## config.mk

```make
export PLATFORM = sky130hd
export DESIGN_NAME = bcd_calendar
export DESIGN_NICKNAME = d
export VERILOG_FILES = /design/src/rtl/cal_pkg.sv /design/src/rtl/cal_advance.sv /design/src/rtl/cal_host_port.sv /design/src/rtl/bcd_calendar.sv
export SDC_FILE = /design/constraint.sdc
export NUM_CORES = 1
export LEC_CHECK = 0
export BUFFER_PORTS_ARGS = -buffer_cell sky130_fd_sc_hd__buf_2
export CAP_MARGIN = 40
export CORE_ASPECT_RATIO = 0.9
export CORE_MARGIN = 4
export CORE_UTILIZATION = 57
export CTS_BUF_LIST = sky130_fd_sc_hd__clkbuf_8 sky130_fd_sc_hd__clkbuf_16
export DETAILED_ROUTE_END_ITERATION = 10
export GPL_ROUTABILITY_DRIVEN = 0
export PLACE_DENSITY_LB_ADDON = 0.25
export REMOVE_ABC_BUFFERS = 1
export SLEW_MARGIN = 40
export SYNTH_ARGS = -nofsm -noshare
export SYNTH_HDL_FRONTEND = slang
export SYNTH_SLANG_ARGS = --single-unit
```

## constraint.sdc

```tcl
create_clock -name clk -period 10.9 [get_ports clk]
set_input_delay 0 -clock clk [delete_from_list [all_inputs] [get_ports clk]]
set_output_delay 0 -clock clk [all_outputs]
set_load 0.01 [all_outputs]
```

## src/rtl/cal_pkg.sv

```systemverilog
package cal_pkg;
  localparam int BYTE_W = 8;
  localparam int NFLD   = 8;
  localparam int ADDR_W = 4;
  localparam int FLD_IW = $clog2(NFLD);
  localparam int MON_W  = 5;
  localparam int TE_BIT = 7;

  localparam int IX_SEC  = 0;
  localparam int IX_MIN  = 1;
  localparam int IX_HOUR = 2;
  localparam int IX_DOW  = 3;
  localparam int IX_DATE = 4;
  localparam int IX_MON  = 5;
  localparam int IX_YEAR = 6;
  localparam int IX_CENT = 7;

  localparam logic [ADDR_W-1:0] OFF_CTLA = 4'hE;
  localparam logic [ADDR_W-1:0] OFF_CTLB = 4'hF;

  typedef logic [BYTE_W-1:0] byte_t;
  typedef logic [NFLD-1:0][BYTE_W-1:0] cal_t;

  function automatic byte_t fld_mask(int idx);
    case (idx)
      IX_SEC, IX_MIN:   return 8'h7F;
      IX_HOUR, IX_DATE: return 8'h3F;
      IX_DOW:           return 8'h07;
      IX_MON:           return 8'h1F;
      default:          return 8'hFF;
    endcase
  endfunction

  function automatic cal_t cal_reset();
    cal_t r;
    r = '0;
    r[IX_DATE] = 8'h01;
    r[IX_MON]  = 8'h01;
    return r;
  endfunction

  function automatic byte_t bcd_inc(byte_t v);
    if (v[3:0] >= 4'd9) return {v[7:4] + 4'd1, 4'd0};
    else                return {v[7:4], v[3:0] + 4'd1};
  endfunction

  function automatic int bcd2bin(byte_t v);
    return int'(v[7:4]) * 10 + int'(v[3:0]);
  endfunction

  function automatic int month_len(byte_t mon, byte_t yr, byte_t cen);
    int  m;
    int  y;
    int  c;
    logic leap;
    m = bcd2bin(mon);
    y = bcd2bin(yr);
    c = bcd2bin(cen);
    leap = (y == 0) ? ((c % 4) == 0) : ((y % 4) == 0);
    case (m)
      2:           return leap ? 29 : 28;
      4, 6, 9, 11: return 30;
      default:     return 31;
    endcase
  endfunction
endpackage

```

## src/rtl/cal_advance.sv

```systemverilog
module cal_advance
  import cal_pkg::*;
(
  input  logic step,
  input  cal_t cur,
  output cal_t nxt
);
  logic c_min, c_hour, c_day, c_mon, c_year, c_cent;

  always_comb begin
    nxt    = cur;
    c_min  = 1'b0;
    c_hour = 1'b0;
    c_day  = 1'b0;
    c_mon  = 1'b0;
    c_year = 1'b0;
    c_cent = 1'b0;
    if (step) begin
      if (cur[IX_SEC] >= 8'h59) begin
        nxt[IX_SEC] = 8'h00;
        c_min = 1'b1;
      end else nxt[IX_SEC] = bcd_inc(cur[IX_SEC]);
    end
    if (c_min) begin
      if (cur[IX_MIN] >= 8'h59) begin
        nxt[IX_MIN] = 8'h00;
        c_hour = 1'b1;
      end else nxt[IX_MIN] = bcd_inc(cur[IX_MIN]);
    end
    if (c_hour) begin
      if (cur[IX_HOUR] >= 8'h23) begin
        nxt[IX_HOUR] = 8'h00;
        c_day = 1'b1;
      end else nxt[IX_HOUR] = bcd_inc(cur[IX_HOUR]);
    end
    if (c_day) begin
      nxt[IX_DOW] = (cur[IX_DOW] >= 8'h07) ? 8'h01 : cur[IX_DOW] + 8'h01;
      if (bcd2bin(cur[IX_DATE]) >= month_len(cur[IX_MON], cur[IX_YEAR], cur[IX_CENT])) begin
        nxt[IX_DATE] = 8'h01;
        c_mon = 1'b1;
      end else nxt[IX_DATE] = bcd_inc(cur[IX_DATE]);
    end
    if (c_mon) begin
      if (cur[IX_MON] >= 8'h12) begin
        nxt[IX_MON] = 8'h01;
        c_year = 1'b1;
      end else nxt[IX_MON] = bcd_inc(cur[IX_MON]);
    end
    if (c_year) begin
      if (cur[IX_YEAR] >= 8'h99) begin
        nxt[IX_YEAR] = 8'h00;
        c_cent = 1'b1;
      end else nxt[IX_YEAR] = bcd_inc(cur[IX_YEAR]);
    end
    if (c_cent) begin
      nxt[IX_CENT] = (cur[IX_CENT] >= 8'h99) ? 8'h00 : bcd_inc(cur[IX_CENT]);
    end
  end
endmodule

```

## src/rtl/cal_host_port.sv

```systemverilog
module cal_host_port
  import cal_pkg::*;
(
  input  logic              clk,
  input  logic              rst,
  input  logic [ADDR_W-1:0] addr,
  input  cal_t              view,
  input  logic [BYTE_W-MON_W-1:0] mon_hi,
  input  byte_t             ctla,
  input  byte_t             ctlb,
  output byte_t             rdata
);
  always_ff @(posedge clk) begin
    if (rst) rdata <= '0;
    else if (int'(addr) < NFLD) begin
      if (int'(addr) == IX_MON) rdata <= {mon_hi, view[IX_MON][MON_W-1:0]};
      else                      rdata <= view[addr[FLD_IW-1:0]];
    end
    else if (addr == OFF_CTLA) rdata <= ctla;
    else if (addr == OFF_CTLB) rdata <= ctlb;
    else                       rdata <= '0;
  end
endmodule

```

## src/rtl/bcd_calendar.sv

```systemverilog
module bcd_calendar
  import cal_pkg::*;
(
  input  logic                    clk,
  input  logic                    rst,
  input  logic                    tick_1hz,
  input  logic                    wr_en,
  input  logic [ADDR_W-1:0]       addr,
  input  logic [BYTE_W-1:0]       wdata,
  output logic [BYTE_W-1:0]       rdata,
  output logic [NFLD*BYTE_W-1:0]  time_bcd
);
  cal_t  run_q, host_q, merged, run_nxt;
  logic [NFLD-1:0] dirty_q;
  byte_t ctla_q, ctlb_q;
  logic [BYTE_W-MON_W-1:0] mon_hi_q;

  logic te, te_nxt, wr_fld, commit;
  logic [FLD_IW-1:0] fld_idx;
  byte_t wval;

  assign te      = ctlb_q[TE_BIT];
  assign wr_fld  = wr_en && (int'(addr) < NFLD);
  assign fld_idx = addr[FLD_IW-1:0];
  assign wval    = wdata & fld_mask(int'(fld_idx));
  assign commit  = wr_en && (addr == OFF_CTLB) && !te && wdata[TE_BIT];
  assign te_nxt  = (wr_en && addr == OFF_CTLB) ? wdata[TE_BIT] : te;

  always_comb begin
    for (int i = 0; i < NFLD; i++) begin
      if (commit && dirty_q[i])                        merged[i] = host_q[i];
      else if (wr_fld && te && int'(fld_idx) == i)     merged[i] = wval;
      else                                             merged[i] = run_q[i];
    end
  end

  cal_advance u_adv (
    .step (tick_1hz),
    .cur  (merged),
    .nxt  (run_nxt)
  );

  always_ff @(posedge clk) begin
    if (rst) begin
      run_q    <= cal_reset();
      host_q   <= cal_reset();
      dirty_q  <= '0;
      ctla_q   <= '0;
      ctlb_q   <= '0;
      mon_hi_q <= '0;
    end else begin
      run_q <= run_nxt;
      if (wr_en && addr == OFF_CTLA) ctla_q <= wdata;
      if (wr_en && addr == OFF_CTLB) ctlb_q <= wdata;
      if (wr_en && int'(addr) == IX_MON) mon_hi_q <= wdata[BYTE_W-1:MON_W];
      if (te_nxt)              host_q <= run_nxt;
      else if (wr_fld && !te)  host_q[fld_idx] <= wval;
      if (te_nxt)              dirty_q <= '0;
      else if (wr_fld && !te)  dirty_q[fld_idx] <= 1'b1;
    end
  end

  cal_host_port u_port (
    .clk    (clk),
    .rst    (rst),
    .addr   (addr),
    .view   (host_q),
    .mon_hi (mon_hi_q),
    .ctla   (ctla_q),
    .ctlb   (ctlb_q),
    .rdata  (rdata)
  );

  assign time_bcd = run_q;
endmodule

```

After elaboration in Yosys (flattened, before gate mapping)

Cells that the tools add are included.

Add/subtract/negate cells: 19
$mul: 4
Order comparisons: 18
Eq/ne operators: 20
Muxes and demuxes: 69
Bitwise logic cells: 4
Reduce and logical (&&, ||, !) cells: 38

Operator list:

| cell                                                                    | number |
|---|---|
| 8-bit 2-to-1 mux                                                        | 43 |
| 32-bit by 5-bit adder with 32-bit output                                | 4 |
| 64-bit 2-to-1 mux                                                       | 2 |
| 32-bit logical NOT                                                      | 3 |
| 64-bit bitwise mux                                                      | 1 |
| 32-bit by 3-bit equality test with 1-bit output (second input constant) | 2 |
| 32-bit by 4-bit equality test with 1-bit output (second input constant) | 2 |
| 32-bit one-hot mux with 2 select lines                                  | 1 |
| 4-bit by 1-bit adder with 4-bit output (second input constant)          | 14 |
| 32-bit by 2-bit equality test with 1-bit output (second input constant) | 1 |
| 32-bit >= comparator                                                    | 1 |
| 32-bit 2-to-1 mux                                                       | 1 |
| 8-bit one-hot mux with 4 select lines                                   | 1 |
| 4-bit >= comparator (second input constant)                             | 7 |
| 4-bit by 3-bit multiplier with 7-bit output (second input constant)     | 4 |
| 1-bit logical AND                                                       | 25 |
| 8-bit binary-select mux with 3-bit select                               | 1 |
| 8-bit demux with 3-bit select                                           | 1 |
| 3-bit equality test (second input constant)                             | 6 |
| 8-bit by 7-bit >= comparator with 1-bit output (second input constant)  | 2 |
| 8-bit >= comparator (second input constant)                             | 2 |
| 1-bit 2-to-1 mux                                                        | 16 |
| 16-bit 2-to-1 mux                                                       | 1 |
| 3-bit by 2-bit equality test with 1-bit output (second input constant)  | 4 |
| 18 further kinds                                                        | 27 |

Bits in registers: 163
Bits of input ports: 16
Output and inout bits: 72
Word-level logic and storage cells: 193

Depth between registers and ports, before layout

Word-level depth: 22
Depth in mapped cells: 29
Gate-level depth less buffers: 25

Cells and area by module

From an unflattened synthesis, not the netlist that was laid out.

Cells, all modules: 1,353
Area total of the unflattened synthesis: 11,168.2 um2

By module, submodules not included:

| module        | instances | cells an instance | area an instance (um2) | seq. area each (um2) |
|---|---|---|---|---|
| bcd_calendar  | 1         | 882               | 7,487.2                | 3,103.0 |
| cal_advance   | 1         | 379               | 2,682.6                | 0.0 |
| cal_host_port | 1         | 92                | 998.5                  | 160.2 |

Worst setup path after synthesis

OpenSTA, ideal clock, no wires.

Path kind: reg2reg
Start: reg ctlb_q[7]
End: reg host_q[62] (netlist name)
Setup time: 0.091 ns
Data arrival time: 5.884 ns
Required time: 10.809 ns
Slack: 4.925 ns
Cell stages (with the launch flop): 27
Clock period less this slack: 5.975 ns
Path through: dfxtp_1 clkbuf_1 nand4b_1 nor2_1 buf_2 nand2_1 o21ai_1 ha_1 ha_1 inv_1 fa_1 nor2b_1 o21ai_0 a211oi_1 a31oi_1 a2111oi_0 o211ai_1 ha_1 nand2b_1 a21oi_1 o31ai_1 nand4_1 a22oi_1 or4b_1 buf_2 or4_1 a311oi_1

Longest elaborated chain between the ends: 21
Elaborated cells between the ends (all ways): 85
Classes of those cells: 5 x add/sub; 4 x mul; 8 x order compare; 5 x eq/ne; 35 x mux; 2 x bitwise; 26 x reduce/logical

Ends and longest elaborated chain:

| item                                        | RTL line                               | RTL |
|---|---|---|
| from (decl)                                 | bcd_calendar.sv:15                     | `byte_t ctla_q, ctlb_q;` |
| from (signal assigned)                      | bcd_calendar.sv:54                     | `if (wr_en && addr == OFF_CTLB) ctlb_q <= wdata;` |
| 1-bit logical NOT                           | bcd_calendar.sv:26, bcd_calendar.sv:57 |  |
| 1-bit logical AND (2 in a row)              | bcd_calendar.sv:26                     | `assign commit = wr_en && (addr == OFF_CTLB) && !te && wdata[TE_BIT];` |
| 1-bit logical AND                           | bcd_calendar.sv:31                     | `if (commit && dirty_q[i]) merged[i] = host_q[i];` |
| 8-bit 2-to-1 mux                            | bcd_calendar.sv:31                     |  |
| 4-bit by 3-bit multiplier with 7-bit output | cal_pkg.sv:48                          | `return int'(v[7:4]) * 10 + int'(v[3:0]);` |
| 32-bit by 5-bit adder with 32-bit output    | cal_pkg.sv:48                          |  |
| 2-bit OR reduction (no line)                | n/a                                    |  |
| 1-bit bitwise AND (no line)                 | n/a                                    |  |
| (+4 left out)                               | n/a                                    |  |
| 32-bit 2-to-1 mux                           | cal_advance.sv:36                      | `if (c_day) begin` |
| 32-bit >= comparator                        | cal_advance.sv:38                      | `if (bcd2bin(cur[IX_DATE]) >= month_len(cur[IX_MON], cur[IX_YEAR], cur[IX_CENT])) begin` |
| 1-bit 2-to-1 mux                            | cal_advance.sv:38                      |  |
| 1-bit 2-to-1 mux                            | cal_advance.sv:36                      |  |
| 1-bit 2-to-1 mux                            | cal_advance.sv:43                      | `if (c_mon) begin` |
| 1-bit 2-to-1 mux                            | cal_advance.sv:49                      | `if (c_year) begin` |
| 8-bit 2-to-1 mux                            | cal_advance.sv:55                      | `if (c_cent) begin` |
| 64-bit 2-to-1 mux                           | bcd_calendar.sv:56                     | `if (te_nxt) host_q <= run_nxt;` |
| to (signal assigned)                        | bcd_calendar.sv:46                     | `host_q <= cal_reset();` |
| to (signal assigned)                        | bcd_calendar.sv:56                     |  |
| to (signal, indexed assignment)             | bcd_calendar.sv:57                     | `else if (wr_fld && !te) host_q[fld_idx] <= wval;` |
| to (decl)                                   | bcd_calendar.sv:13                     | `cal_t run_q, host_q, merged, run_nxt;` |

Parallel ways exist; a longest one is shown, timed or not. The select of a mux whose other input is x is not followed.
A chain may end at the register's enable or synchronous reset.

Worst setup path after layout

Same ends and word-level chain as after synthesis.

==> impl_metrics.ini <==
[power]
p_int_uw = 989.0
seqPwrFrac_pct = 45.2
ir_worst_vdd_v = 0.00008609
p_switching_uw = 370.7
clockPowerShare_pct = 46.7
power.density_nw_per_um2 = 113.5
p_leak_uw = 0.004952
swShare_pct = 27.26
combPwrFrac_pct = 8.0

[hold_path]
hold_path.class = input port to flip-flop

[setup_path]
cpMostUsedCell = ha_1
critPathRequiredTime_ps = 11260
path_delay_family = simple AND/OR/NAND/NOR gates
end_kind = flip-flop
cp_max_fo = 23
cp.arrival_ps = 8480
critPathLaunchType = flip-flop
slowest_stage = dfxtp_1
worst-path-buf-inv = 2
cpPeakStageDelay_ps = 850
crit_type = flip-flop to flip-flop

[floorplanning]
die_x_um = 153.0
fp.dieH_um = 138.5
io_pins = 88
start_util_pct = 58.38
fp.coreArea_um2 = 18470
dieArea_um2 = 21180
rows = 47

[synth]
yosys_warnings = 0
async_reset_ff_share_pct = 0
avgSynthCellArea_um2 = 7.886
netlist_area_um2 = 10780
synth_top_area_cell = dfxtp_1
synth_ff_type = dfxtp_1
synth_area_leaders = dfxtp_1 (30%), ha_1 (6.7%), mux2i_1 (6.3%)
netlist_instances = 1367
synth_top_area_share_pct = 30.27
synth.distinct_cells = 81
ys_ff_latch = 163
ys_seq_area_share_pct = 30.27
synth-edff-count = 0

[finish]
layout.nets = 1477
final_core_util_pct = 64.87
instances_no_fill = 1655
antenna_cells = 0
multi_input_area_um2 = 6953
syn2layout_area_growth_pct = 11.12
drive_above_1_share_pct = 13.48
ff_latch_area_um2 = 3263
fillCellCount = 1618

[clocking]
clk_pin_slew_ps = 70
clock-sinks = 163
cts-root-buf = clkbuf_16
cts_max_path_buffers = 2
cts-resized-gates = 0
clk_latency_ps = 440
ctsHoldBuffers = 4
cts_max_level = 4
cts_setup_buffers = 0
cts_made_buffers = 17
tritoncts = done

[global_route]
grt_overflow = 0
grt_antenna_before_repair = 0
grt_use_total_pct = 32.01
grt_max_degree = 71
grt_pass1_wl_um = 55380
grt_pass1_vias = 10070

[sta]
hold_ws_ps = 26.05
finalSetupViolCount = 0
worstMarginPinSlew_ps = 928.0
rsz0062_at_grt = no
relSlewSlack_pct = 37.60
report.final.slew_viol_count = 0
final.min_clock_period_ps = 8123
max_freq_mhz = 123.1
min_period_over_period_pct = 74.52
hold_viol = 0
finClkSkew_ps = 10.03
fin_tns_setup_ps = 0

[drt]
wl_per_cell_um = 21.45
drt_iter0_markers = 1545
via_per_inst = 6.693
drt_first_pass_iters = 6
totalWireLength_um = 35510
drc = 0
dr_total_vias = 11080
drtAntennaViolNets = 0

[placed_design]
hpwl_um = 24750
placedCellCount = 1619
portBuffers = 87

[flow_run]
maxCapViolCount = 0

[outcome]
status = completed
==> placed cells by master, fill, tap and decap left out, types with 8 or more instances in the layout <==
cell type  Yosys  layout
o211ai_1      11      11
nand4_1        9       9
xnor2_1        8       8
o21a_1        12      12
nor2b_1       17      17
nand2b_1      15      15
mux2i_1       68      67
clkbuf_16      0      17
buf_2          9      86
and3_1        18      18
nor3_1        42      42
ha_1          58      58
buf_4          0      22
inv_1         54      54
o22ai_1       10      10
dfxtp_1      163     163
a21oi_1      104     104
nor2_1       175     172
o21ai_0       69      69
and2_1        12      12
a2111oi_0      9       8
nand4b_1      10      10
a31oi_1       21      21
a21o_1        12      12
nand2_1       84      84
mux2_2        23      23
nand3_1       43      43
a211oi_1      51      50
a22oi_1       16      16
==> synth_stat cells, types with 7 or more instances <==
cell / count
a2111oi_0: 9
a211oi_1: 51
a21o_1: 12
a21oi_1: 104
a22oi_1: 16
a311oi_1: 7
a31o_2: 7
a31oi_1: 21
and2_1: 12
and3_1: 18
buf_1: 7
buf_2: 9
clkbuf_1: 83
dfxtp_1: 163
ha_1: 58
inv_1: 54
mux2_2: 23
mux2i_1: 68
nand2_1: 84
nand2b_1: 15
nand3_1: 43
nand4_1: 9
nand4b_1: 10
nor2_1: 175
nor2b_1: 17
nor3_1: 42
nor4_1: 7
o211ai_1: 11
o21a_1: 12
o21ai_0: 69
o22a_1: 7
o22ai_1: 10
o31ai_1: 7
xnor2_1: 8
xor2_1: 7
==> path summary, 6_finish.rpt <==
| path | startpoint | depth (start not counted) | slack, ps | endpoint |
|---|---|---|---|---|
| max | ctlb_q[7] | 26 | 2780 | host_q[62] |
| min | wdata[1] | 3 | 30 | ctlb_q[1] |
| max reg2reg | ctlb_q[7] | 26 | 2780 | host_q[62] |
| min reg2reg | dirty_q[3] | 2 | 460 | dirty_q[3] |
==> kinds of logic (layout without fill, tap and decap cells) <==
family          Yosys count  after routing  synth area share, %
simple gates            475            475                21.70
compound gates          401            401                24.45
flops                   163            163                30.27
buf+inv                 157            200                5.652
mux                      92             92                8.856
fa+ha+maj                64             64                7.846
xor+xnor                 15             15                1.219
==> metrics by stage <==
| step | total power [uW] | cell area, um^2 | setup WS [ps] |
|---|---|---|---|
| after detailed placement | 731.3 | 11320 | 2908 |
| after global placement | 729.5 | 11310 | 3199 |
| after CTS | 1355 | 11970 | 3014 |
| after floorplan | 676.9 | 10380 | 3713 |
| after global routing | 1389 | 11980 | 2362 |
| final | 1360 | 11980 | 2777 |
==> worst min-delay path, cell delays in order <==
cell     delay [ps]
buf_2           210
mux2i_1         170
nor2_1           50
==> power groups by stage <==
stage	Sequential (uW)	Clock, uW	Combinational, uW
3_5_place_dp	628	0	103
4_1_cts	614	636	105
3_3_place_gp	628	0	102
6_report	615	636	109
2_1_floorplan	626	0	51.0
5_1_grt	616	658	116
==> sequential cells by signal (all words and copies together) (netlist names) <==
name          cells
dirty_q           8
ctlb_q            8
u_port.rdata      8
host_q           64
mon_hi_q          3
ctla_q            8
time_bcd         64
==> routing by layer <==
layer,global-route usage (%),share of wire (%)
met3,8.000,13
met1,45.48,41
met2,46.82,42
met4,12.38,3.9
met5,0,0
==> final cells by class <==
cell class                      count  area share [%]
Timing Repair Buffer              112           5.306
Multi-Input combinational cell   1047           58.04
Inverter                           56           1.755
Tap cell                          245           2.559
Sequential cell                   163           27.24
Clock buffer                       17           3.551
Clock inverter                     15           1.546
Power figures use the tool's default switching activity.
